`config.mk`:
```
export PLATFORM = sky130hd
export DESIGN_NAME = grouped_timer
export DESIGN_NICKNAME = d
export VERILOG_FILES = /design/src/rtl/gtmr_pkg.sv /design/src/rtl/gtmr_decode.sv /design/src/rtl/gtmr_counter.sv /design/src/rtl/gtmr_cmp_slot.sv /design/src/rtl/grouped_timer.sv
export SDC_FILE = /design/constraint.sdc
export NUM_CORES = 1
export LEC_CHECK = 0
export BUFFER_PORTS_ARGS = -buffer_cell sky130_fd_sc_hd__buf_2
export CAP_MARGIN = 20
export CORE_MARGIN = 5
export CORE_UTILIZATION = 35
export DETAILED_ROUTE_END_ITERATION = 8
export PLACE_DENSITY = 0.6
export SKIP_LAST_GASP = 1
export SLEW_MARGIN = 30
export SYNTH_ARGS = -nofsm -noshare
export SYNTH_HDL_FRONTEND = slang
export SYNTH_HIERARCHICAL = 1
export SYNTH_SLANG_ARGS = --single-unit
```
`constraint.sdc`:
```
create_clock -name clk -period 5.28 [get_ports clk]
set_input_delay 0.528 -clock clk [delete_from_list [all_inputs] [get_ports clk]]
set_output_delay 0.528 -clock clk [all_outputs]
set_load 0.05 [all_outputs]
```
`src/rtl/gtmr_pkg.sv`:
```
package gtmr_pkg;

   localparam int unsigned DATA_W  = 32;
   localparam int unsigned BE_W    = DATA_W / 8;
   localparam int unsigned TIME_W  = 2 * DATA_W;
   localparam int unsigned WIN_LSB = 4;

   typedef enum logic [1:0] {
      SEL_NONE  = 2'd0,
      SEL_CMP   = 2'd1,
      SEL_ALIAS = 2'd2,
      SEL_PHYS  = 2'd3
   } sel_kind_e;

   // byte-enable merge of new data into a current word
   function automatic logic [DATA_W-1:0] merge_bytes(
      input logic [DATA_W-1:0] cur,
      input logic [DATA_W-1:0] nw,
      input logic [BE_W-1:0]   be
   );
      logic [DATA_W-1:0] r;
      for (int b = 0; b < int'(BE_W); b++) begin
         r[b*8 +: 8] = be[b] ? nw[b*8 +: 8] : cur[b*8 +: 8];
      end
      return r;
   endfunction

endpackage

```
`src/rtl/gtmr_decode.sv`:
```
module gtmr_decode
   import gtmr_pkg::*;
#(
   parameter int unsigned NUM_HARTS = 4,
   parameter int unsigned ADDR_W    = 8,
   parameter int unsigned HART_W    = 2
) (
   input  logic [ADDR_W-1:0] addr,
   output sel_kind_e         kind,
   output logic              upper,
   output logic [HART_W-1:0] hart
);

   localparam int unsigned     WIN_W    = ADDR_W - WIN_LSB;
   localparam logic [WIN_W-1:0] PHYS_WIN = WIN_W'(NUM_HARTS);

   logic [WIN_W-1:0] win;
   logic [1:0]       word;
   logic             aligned;

   assign win     = addr[ADDR_W-1:WIN_LSB];
   assign word    = addr[3:2];
   assign aligned = (addr[1:0] == 2'b00);

   always_comb begin
      kind = SEL_NONE;
      if (aligned) begin
         if (win < PHYS_WIN) begin
            kind = word[1] ? SEL_ALIAS : SEL_CMP;
         end else if ((win == PHYS_WIN) && !word[1]) begin
            kind = SEL_PHYS;
         end
      end
   end

   assign upper = word[0];
   assign hart  = HART_W'(win);

endmodule

```
`src/rtl/gtmr_counter.sv`:
```
module gtmr_counter
   import gtmr_pkg::*;
(
   input  logic              clk,
   input  logic              rst_n,
   input  logic              tick,
   input  logic              wr_lo,
   input  logic              wr_hi,
   input  logic [DATA_W-1:0] wdata,
   input  logic [BE_W-1:0]   be,
   output logic [TIME_W-1:0] time_q
);

   logic [DATA_W-1:0] lo_next;
   logic [DATA_W-1:0] hi_next;

   always_comb begin
      lo_next = time_q[DATA_W-1:0];
      hi_next = time_q[TIME_W-1:DATA_W];
      if (wr_lo) lo_next = merge_bytes(time_q[DATA_W-1:0], wdata, be);
      if (wr_hi) hi_next = merge_bytes(time_q[TIME_W-1:DATA_W], wdata, be);
   end

   // software write wins over the tick
   always_ff @(posedge clk) begin
      if (!rst_n) begin
         time_q <= '0;
      end else if (wr_lo || wr_hi) begin
         time_q <= {hi_next, lo_next};
      end else if (tick) begin
         time_q <= time_q + TIME_W'(1);
      end
   end

endmodule

```
`src/rtl/gtmr_cmp_slot.sv`:
```
module gtmr_cmp_slot
   import gtmr_pkg::*;
(
   input  logic              clk,
   input  logic              rst_n,
   input  logic              wr_lo,
   input  logic              wr_hi,
   input  logic [DATA_W-1:0] wdata,
   input  logic [BE_W-1:0]   be,
   input  logic [TIME_W-1:0] time_now,
   output logic [TIME_W-1:0] cmp_q,
   output logic              irq
);

   always_ff @(posedge clk) begin
      if (!rst_n) begin
         cmp_q <= '1;
      end else begin
         if (wr_lo) cmp_q[DATA_W-1:0]      <= merge_bytes(cmp_q[DATA_W-1:0], wdata, be);
         if (wr_hi) cmp_q[TIME_W-1:DATA_W] <= merge_bytes(cmp_q[TIME_W-1:DATA_W], wdata, be);
      end
   end

   // absolute, unsigned comparison
   assign irq = (time_now >= cmp_q);

endmodule

```
`src/rtl/grouped_timer.sv`:
```
module grouped_timer
   import gtmr_pkg::*;
#(
   parameter int unsigned NUM_HARTS = 4,
   parameter int unsigned ADDR_W    = 8
) (
   input  logic                 clk,
   input  logic                 rst_n,
   input  logic                 tick_en,
   input  logic                 bus_wr,
   input  logic [ADDR_W-1:0]    bus_addr,
   input  logic [DATA_W-1:0]    bus_wdata,
   input  logic [BE_W-1:0]      bus_be,
   output logic [DATA_W-1:0]    bus_rdata,
   output logic [NUM_HARTS-1:0] irq
);

   localparam int unsigned HART_W = (NUM_HARTS > 1) ? $clog2(NUM_HARTS) : 1;
   localparam int unsigned NEED_W = $clog2((NUM_HARTS + 1) * (1 << WIN_LSB));

   if (NUM_HARTS < 1) begin : g_chk_harts
      $error("grouped_timer: NUM_HARTS must be at least 1");
   end
   if (ADDR_W < NEED_W) begin : g_chk_addr
      $error("grouped_timer: ADDR_W too small for the window map");
   end

   sel_kind_e         kind;
   logic              upper;
   logic [HART_W-1:0] hart;
   logic [TIME_W-1:0] time_q;
   logic [TIME_W-1:0] cmp_all [NUM_HARTS];
   logic              wr_phys;

   gtmr_decode #(
      .NUM_HARTS (NUM_HARTS),
      .ADDR_W    (ADDR_W),
      .HART_W    (HART_W)
   ) u_decode (
      .addr  (bus_addr),
      .kind  (kind),
      .upper (upper),
      .hart  (hart)
   );

   assign wr_phys = bus_wr && (kind == SEL_PHYS);

   gtmr_counter u_counter (
      .clk    (clk),
      .rst_n  (rst_n),
      .tick   (tick_en),
      .wr_lo  (wr_phys && !upper),
      .wr_hi  (wr_phys && upper),
      .wdata  (bus_wdata),
      .be     (bus_be),
      .time_q (time_q)
   );

   for (genvar i = 0; i < int'(NUM_HARTS); i++) begin : g_hart
      logic sel_me;
      assign sel_me = bus_wr && (kind == SEL_CMP) && (hart == HART_W'(i));

      gtmr_cmp_slot u_slot (
         .clk      (clk),
         .rst_n    (rst_n),
         .wr_lo    (sel_me && !upper),
         .wr_hi    (sel_me && upper),
         .wdata    (bus_wdata),
         .be       (bus_be),
         .time_now (time_q),
         .cmp_q    (cmp_all[i]),
         .irq      (irq[i])
      );
   end

   // every time view reads the one physical counter
   always_comb begin
      unique case (kind)
         SEL_CMP:   bus_rdata = upper ? cmp_all[hart][TIME_W-1:DATA_W] : cmp_all[hart][DATA_W-1:0];
         SEL_ALIAS,
         SEL_PHYS:  bus_rdata = upper ? time_q[TIME_W-1:DATA_W] : time_q[DATA_W-1:0];
         default:   bus_rdata = '0;
      endcase
   end

endmodule

```
After elaboration in Yosys (flattened, before gate mapping):

Cells that the tools add are included.

* logic and storage cells: 143
* register bits after elaboration: 320
* output and inout bits: 36
* bits of input ports: 48

* bitwise gates (word level): 1
* mux-type cells: 18
* magnitude comparators: 6
* add/sub/neg operators: 1
* reductions and logical operators: 64
* equality and inequality tests: 13

Operator list (count)
* greater-or-equal comparator 64 bit: 4
* two-way mux 64 bit: 4
* binary-select mux 64 bit (select 2 bit): 1
* two-way mux 32 bit: 4
* adder 64 x 1 -> 64 bit (second input constant): 1
* case mux 32 bit (2 select lines): 1
* AND reduction 2 bit: 32
* two-way mux 8 bit: 4
* AND reduction 3 bit: 8
* logical AND 1 bit: 17
* == test 2 bit (second input constant): 4
* two-way mux 2 bit: 4
* inequality test 2 bit (second input constant): 4
* == test 2 x 1 -> 1 bit (second input constant): 2
* == test 4 x 3 -> 1 bit (second input constant): 1
* zero test 2 bit: 2
* less-than comparator 4 x 3 -> 1 bit (second input constant): 1
* inequality test 2 x 1 -> 1 bit (second input constant): 2
* greater-or-equal comparator 3 bit (second input constant): 1
* inverter 2 -> 3 bit: 1
* zero test 1 bit: 2
* nonzero test 2 bit: 1
* OR reduction 2 bit: 1
* logical OR 1 bit: 1

Longest topological paths before layout:

* depth in word-level cells: 11
* gate-level depth with buffers: 15
* gate-level depth less buffers: 10

Hierarchy:

Netlist, hierarchy kept.

By module, submodules not included
* gtmr_cmp_slot (g_hart[0].u_slot ...): instances 3, cells an instance 447, area each 3734.8 um2, seq. area each 1281.2 um2
* gtmr_counter: instances 1, cells an instance 614, area each 4464.3 um2, seq. area each 1281.2 um2
* gtmr_cmp_slot (g_hart[1].u_slot): instances 1, cells an instance 449, area each 3723.6 um2, seq. area each 1281.2 um2
* grouped_timer: instances 1, cells an instance 353, area each 2817.7 um2, seq. area each 0.0 um2
* gtmr_decode: instances 1, cells an instance 9, area each 62.6 um2, seq. area each 0.0 um2

Worst setup path after synthesis:

Ideal clock, no wire load.

* kind: input to output
* start: input bus_addr[7]
* end: output bus_rdata[21]
* path buffers: 1
* data required time: 4.752 ns
* stages on the path: 7
* path slack: 1.701 ns
* arrival: 3.051 ns
* path through: or3_1 nor3_1 nand2b_4 buf_6 nor3_4 a222oi_1 o21ai_0

* cells in the longest elaborated chain, start to end: 8
* elaborated cells between the ends (all ways): 11
* classes of those cells: 1 x order compare; 4 x eq/ne; 4 x mux; 2 x reduce/logical

Ends and longest elaborated chain
* start, declared: RTL line grouped_timer.sv:11 `input logic [ADDR_W-1:0] bus_addr,`
* == test 4 x 3 -> 1 bit: RTL line gtmr_decode.sv:30 `end else if ((win == PHYS_WIN) && !word[1]) begin`
* logical AND 1 bit: RTL line gtmr_decode.sv:30
* two-way mux 2 bit: RTL line gtmr_decode.sv:30
* two-way mux 2 bit *: RTL line gtmr_decode.sv:28 `if (win < PHYS_WIN) begin`
* two-way mux 2 bit *: RTL line gtmr_decode.sv:27 `if (aligned) begin`
* net kind[0]: RTL line grouped_timer.sv:28 `sel_kind_e kind;`
* == test 2 bit: RTL line grouped_timer.sv:78 `unique case (kind)`
* OR reduction 2 bit: RTL line grouped_timer.sv:78
* case mux 32 bit (2 select lines) *: RTL line grouped_timer.sv:78
* end, declared: RTL line grouped_timer.sv:14 `output logic [DATA_W-1:0] bus_rdata,`

The timed path passes the listed nets; every way through them passes the cells marked *.

Worst setup path after layout:

* start: register u_counter.time_q[54]
* end: output irq[1]

* cells in the longest elaborated chain, start to end: 1

Ends and longest elaborated chain
* start, declared: RTL line gtmr_counter.sv:11 `output logic [TIME_W-1:0] time_q`
* start signal, assigned: RTL line gtmr_counter.sv:29 `time_q <= {hi_next, lo_next};`
* start signal, assigned: RTL line gtmr_counter.sv:31 `time_q <= time_q + TIME_W'(1);`
* greater-or-equal comparator 64 bit: RTL line gtmr_cmp_slot.sv:25 `assign irq = (time_now >= cmp_q);`
* end, declared: RTL line grouped_timer.sv:15 `output logic [NUM_HARTS-1:0] irq`

No other way between the ends.

==> metrics.txt <==
Num Clock Sinks 320; Lkg Pwr 12.0 nW; Core Region 0.0631 mm^2; Worst Clk Skew 0.0189 ns; sequential area share after synthesis 28.8%; reg-to-reg setup timing slack 2.09 ns; Max clock buf depth 3; grt total ovfl 0; WL final ~85 mm; RSZ-0062 raised after global routing no; top metal layer carrying routed signals met5; clock tree from TritonCTS built; area fraction in compound gates after synthesis around 23%; Vias/cell 5.89; number of enable-type register cells in the synthesized netlist 0; kind of critical path register to output pin; fraction of the cycle the final worst path needs 88.0%; Arrival @ worst endpoint 4.12 ns; FFs w/ async S/R, synth 0%; Worst Hold Class input pin to register; cell type of the slowest stage on the worst timing path sky130_fd_sc_hd__dfxtp_1; fill cell total of the finished layout 6496; H-tree levels 2; via count of the first global-routing pass 19478; reg-to-reg startpoint u_counter/time_q[1]; Setup TNS Final 0 ns; clock-pin slew reported for the worst setup and hold paths after clock tree synthesis 0.06 ns; Slew Limit Fails 0; switching power total 0.00144 W; largest voltage drop on the vdd net 0.181 mV; vertical die dimension 262 um; hold violation count in the final report 0; CTS Root Cell sky130_fd_sc_hd__clkbuf_16; detailed-router iteration count before antenna repair 9; cell internal power dissipation 0.00424 W; mean instance size in the synthesized netlist 8.05 um^2; worst max-slew margin expressed relative to the limit approximately a third; total via count after detailed routing 21303; Placed Instance Area 0.0232 mm^2; critical path, cell by cell ha_1 > nand4_1 > or4_1 > or3_1 > or4_1 > o21ai_1 > buf_2; Die Outline Area 0.0688 mm^2; PortBufs 83; ratio of cells with drive above 1 in the final layout 11.4%; Layout Area Growth over Synthesis 10.5%; Min-Delay Endpoint g_hart[1].u_slot/cmp_q[17]; final net count just over 3000; total standard cell area after synthesis between 0.02 and 0.025 mm^2; post-detailed-route count of antenna-violating nets 0; combinational group share of total power 6.8%; maximum number of pins on one net before global-route repair 124; synthesized instance count 2766; largest incremental delay on the critical path around 0.75 ns; first-pass GRT wire length 126 mm; placer congestion estimate roughly 0.96; most common flop cell mapped by yosys sky130_fd_sc_hd__dfxtp_1; violations in the final reports design-rule violations; r2r worst-path depth 6; Slew @ Worst Pin around 1.0 ns; CP Launch Type register; width of the die 262 um; insertion delay of the later-clocked pin in the worst-skew pair 0.55 ns; main combinational cell family by area after synthesis compound AO/OA/AOI/OAI gates; Cell Rows between 90 and 100; GR Util All Layers 23.3%; Initial Util 35.3%; result of the run finished with violations; commonest cells after routing, fill and taps aside 423 x sky130_fd_sc_hd__nand2_1, 320 x sky130_fd_sc_hd__dfxtp_1, 294 x sky130_fd_sc_hd__inv_1; count of endpoints failing setup in the final report 0; sum of buffers and inverters on the critical path 1; number of antenna violations at the first check in global routing 7; overall power consumption 0.00568 W; CP Max Fanout 13; M1 WL 36.9 mm; number of buffers inserted for hold repair after clock tree synthesis 0; Largest delay share family, worst path simple AND/OR/NAND/NOR gates; clock network power share 50.1%; pwr dens 231 mW/mm^2; Hold Path Origin bus_wdata[17]; Fmax 215 MHz; Detail Route met2 WL ~36 mm; worst endpoint required time 4.75 ns; net count after synthesis between 3000 and 4000; Yosys warning total 6; Inserted Clock Buffers 39; type of destination of the critical path output pin; terminus of the critical flop-to-flop path u_counter/time_q[60]; metal3 WL 8.76 mm; MaxCap Viol Count 0; count of pins on the block boundary 84; synthesized-area fraction occupied by xor and xnor cells 0%; post-synth cell types 84; clock period minus worst slack 4.64 ns; post-synthesis share of cell area spent on full adders, half adders and majority gates around 14%; switching share of power 25.3%; commonest non-fill, non-tap cell in the layout sky130_fd_sc_hd__nand2_1; half-perimeter wire length of the detailed placement result a little over 60 mm; detailed router's first-iteration violation count 2881; buffers inserted by post-CTS timing repair 0; post-cts repair resize count 0; cell mode on critical path sky130_fd_sc_hd__or4_1; basic-gate share of the synthesized area counting and, or, nand and nor cells ~18%; sequential group share of total power a little over two fifths; final routed DRC violation total 4; number of cells on the worst hold path 3; final instance area approximately 0.025 mm^2; multiplexer share of the synthesized area 7.12%; number of register bits inferred by synthesis 320; routed wire length per instance around 23 um
## cells in the mapped netlist, types with 6 or more instances
cell	number	share of area (%)
sky130_fd_sc_hd__nand2_1	423	7.1
sky130_fd_sc_hd__dfxtp_1	320	29
sky130_fd_sc_hd__inv_1	295	5.0
sky130_fd_sc_hd__o211ai_1	265	8.9
sky130_fd_sc_hd__ha_1	257	14
sky130_fd_sc_hd__a21oi_1	148	3.3
sky130_fd_sc_hd__clkbuf_1	128	2.2
sky130_fd_sc_hd__nor2_1	123	2.1
sky130_fd_sc_hd__o21ai_0	97	2.2
sky130_fd_sc_hd__nand3_1	75	1.7
sky130_fd_sc_hd__mux2_2	66	3.3
sky130_fd_sc_hd__nand4_1	63	1.8
sky130_fd_sc_hd__and2_1	36	1.0
sky130_fd_sc_hd__mux4_2	32	3.2
sky130_fd_sc_hd__a222oi_1	29	1.3
sky130_fd_sc_hd__nor3_1	29	0.65
sky130_fd_sc_hd__o21ai_1	28	0.63
sky130_fd_sc_hd__buf_2	27	0.61
sky130_fd_sc_hd__a211oi_1	23	0.78
sky130_fd_sc_hd__a21o_1	22	0.74
sky130_fd_sc_hd__o22ai_1	19	0.53
sky130_fd_sc_hd__a31oi_1	14	0.39
sky130_fd_sc_hd__nor4_1	14	0.39
sky130_fd_sc_hd__o31ai_1	14	0.47
sky130_fd_sc_hd__a32oi_1	13	0.51
sky130_fd_sc_hd__and4_1	13	0.51
sky130_fd_sc_hd__or3_1	13	0.37
sky130_fd_sc_hd__and3_1	12	0.34
sky130_fd_sc_hd__mux2i_1	11	0.49
sky130_fd_sc_hd__a22oi_1	10	0.34
sky130_fd_sc_hd__buf_1	10	0.17
sky130_fd_sc_hd__o21a_1	10	0.34
sky130_fd_sc_hd__buf_4	9	0.30
sky130_fd_sc_hd__nand2b_1	9	0.25
sky130_fd_sc_hd__a221oi_1	8	0.31
sky130_fd_sc_hd__a221o_1	6	0.27
## per-layer routing
metal  global-route usage, %  vias up
met5                       0        -
met4                    8.85        4
met3                    5.53      160
met2                    34.4     1127
met1                    33.0    10021
li1                        -     9991
## power groups by stage
stage | Combinational (W) | Clock (W) | Sequential, W
finish | 0.000386 | 0.00285 | 0.00245
global route | 0.000404 | 0.00298 | 0.00245
CTS | 0.000377 | 0.00288 | 0.00245
detailed placement | 0.000376 | 0 | 0.00250
global placement | 0.000376 | 0 | 0.00250
floorplan | 0.000211 | 0 | 0.00249
## registers in the layout, summed over array words and instances (netlist names)
| register | cells |
|---|---|
| g_hart.u_slot/cmp_q | 256 |
| u_counter/time_q | 64 |
## worst max path at each step
stage / startpoint / to / slack [ns] / cells after the start
floorplan: bus_addr[7] / bus_rdata[21] / 1.70 / 7
global placement: bus_addr[7] / bus_rdata[19] / 1.04 / 9
detailed placement: bus_addr[5] / bus_rdata[19] / 1.02 / 9
CTS: u_counter/time_q[0] / irq[1] / 0.65 / 9
global route: u_counter/time_q[0] / irq[1] / 0.56 / 9
finish: u_counter/time_q[54] / irq[1] / 0.64 / 7
## stage by stage
stage | utilization (%) | hold WS, ns | setup WS, ns | std cells
2_1_floorplan | - | 0.482 | 1.70 | 2766
3_3_place_gp | 36.8 | 0.503 | 1.04 | 3544
3_5_place_dp | 36.8 | 0.508 | 1.02 | 3544
4_1_cts | 39.0 | 0.354 | 0.650 | 3613
5_1_grt | 39.0 | 0.392 | 0.560 | 3615
6_report | 39.0 | 0.387 | 0.636 | 3617
## cells by family after synthesis
kind of cell,Yosys count
simple gates,855
mux,110
flops,320
fa+ha+maj,257
buf+inv,476
compound gates,748
## layout make-up
type	instances	area (um^2)	area share, %
clock buffer	58	1170	4.75
sequential	320	6410	26.0
antenna	3	7.51	0.0305
clock inverter	11	165	0.671
tap	846	1060	4.30
inverter	295	1110	4.50
multi-input combinational	1970	14000	56.9
timing repair buffer	114	689	2.80
## worst reg2reg max path: stages, from the launching register on
cell and delay (ns):
sky130_fd_sc_hd__dfxtp_1 0.61, sky130_fd_sc_hd__ha_1 0.33, sky130_fd_sc_hd__nand4_1 0.37, sky130_fd_sc_hd__nor3_1 0.88
sky130_fd_sc_hd__and4_1 0.54, sky130_fd_sc_hd__mux2i_1 0.23, sky130_fd_sc_hd__o22ai_1 0.10
(Power assumes the default switching activity.)
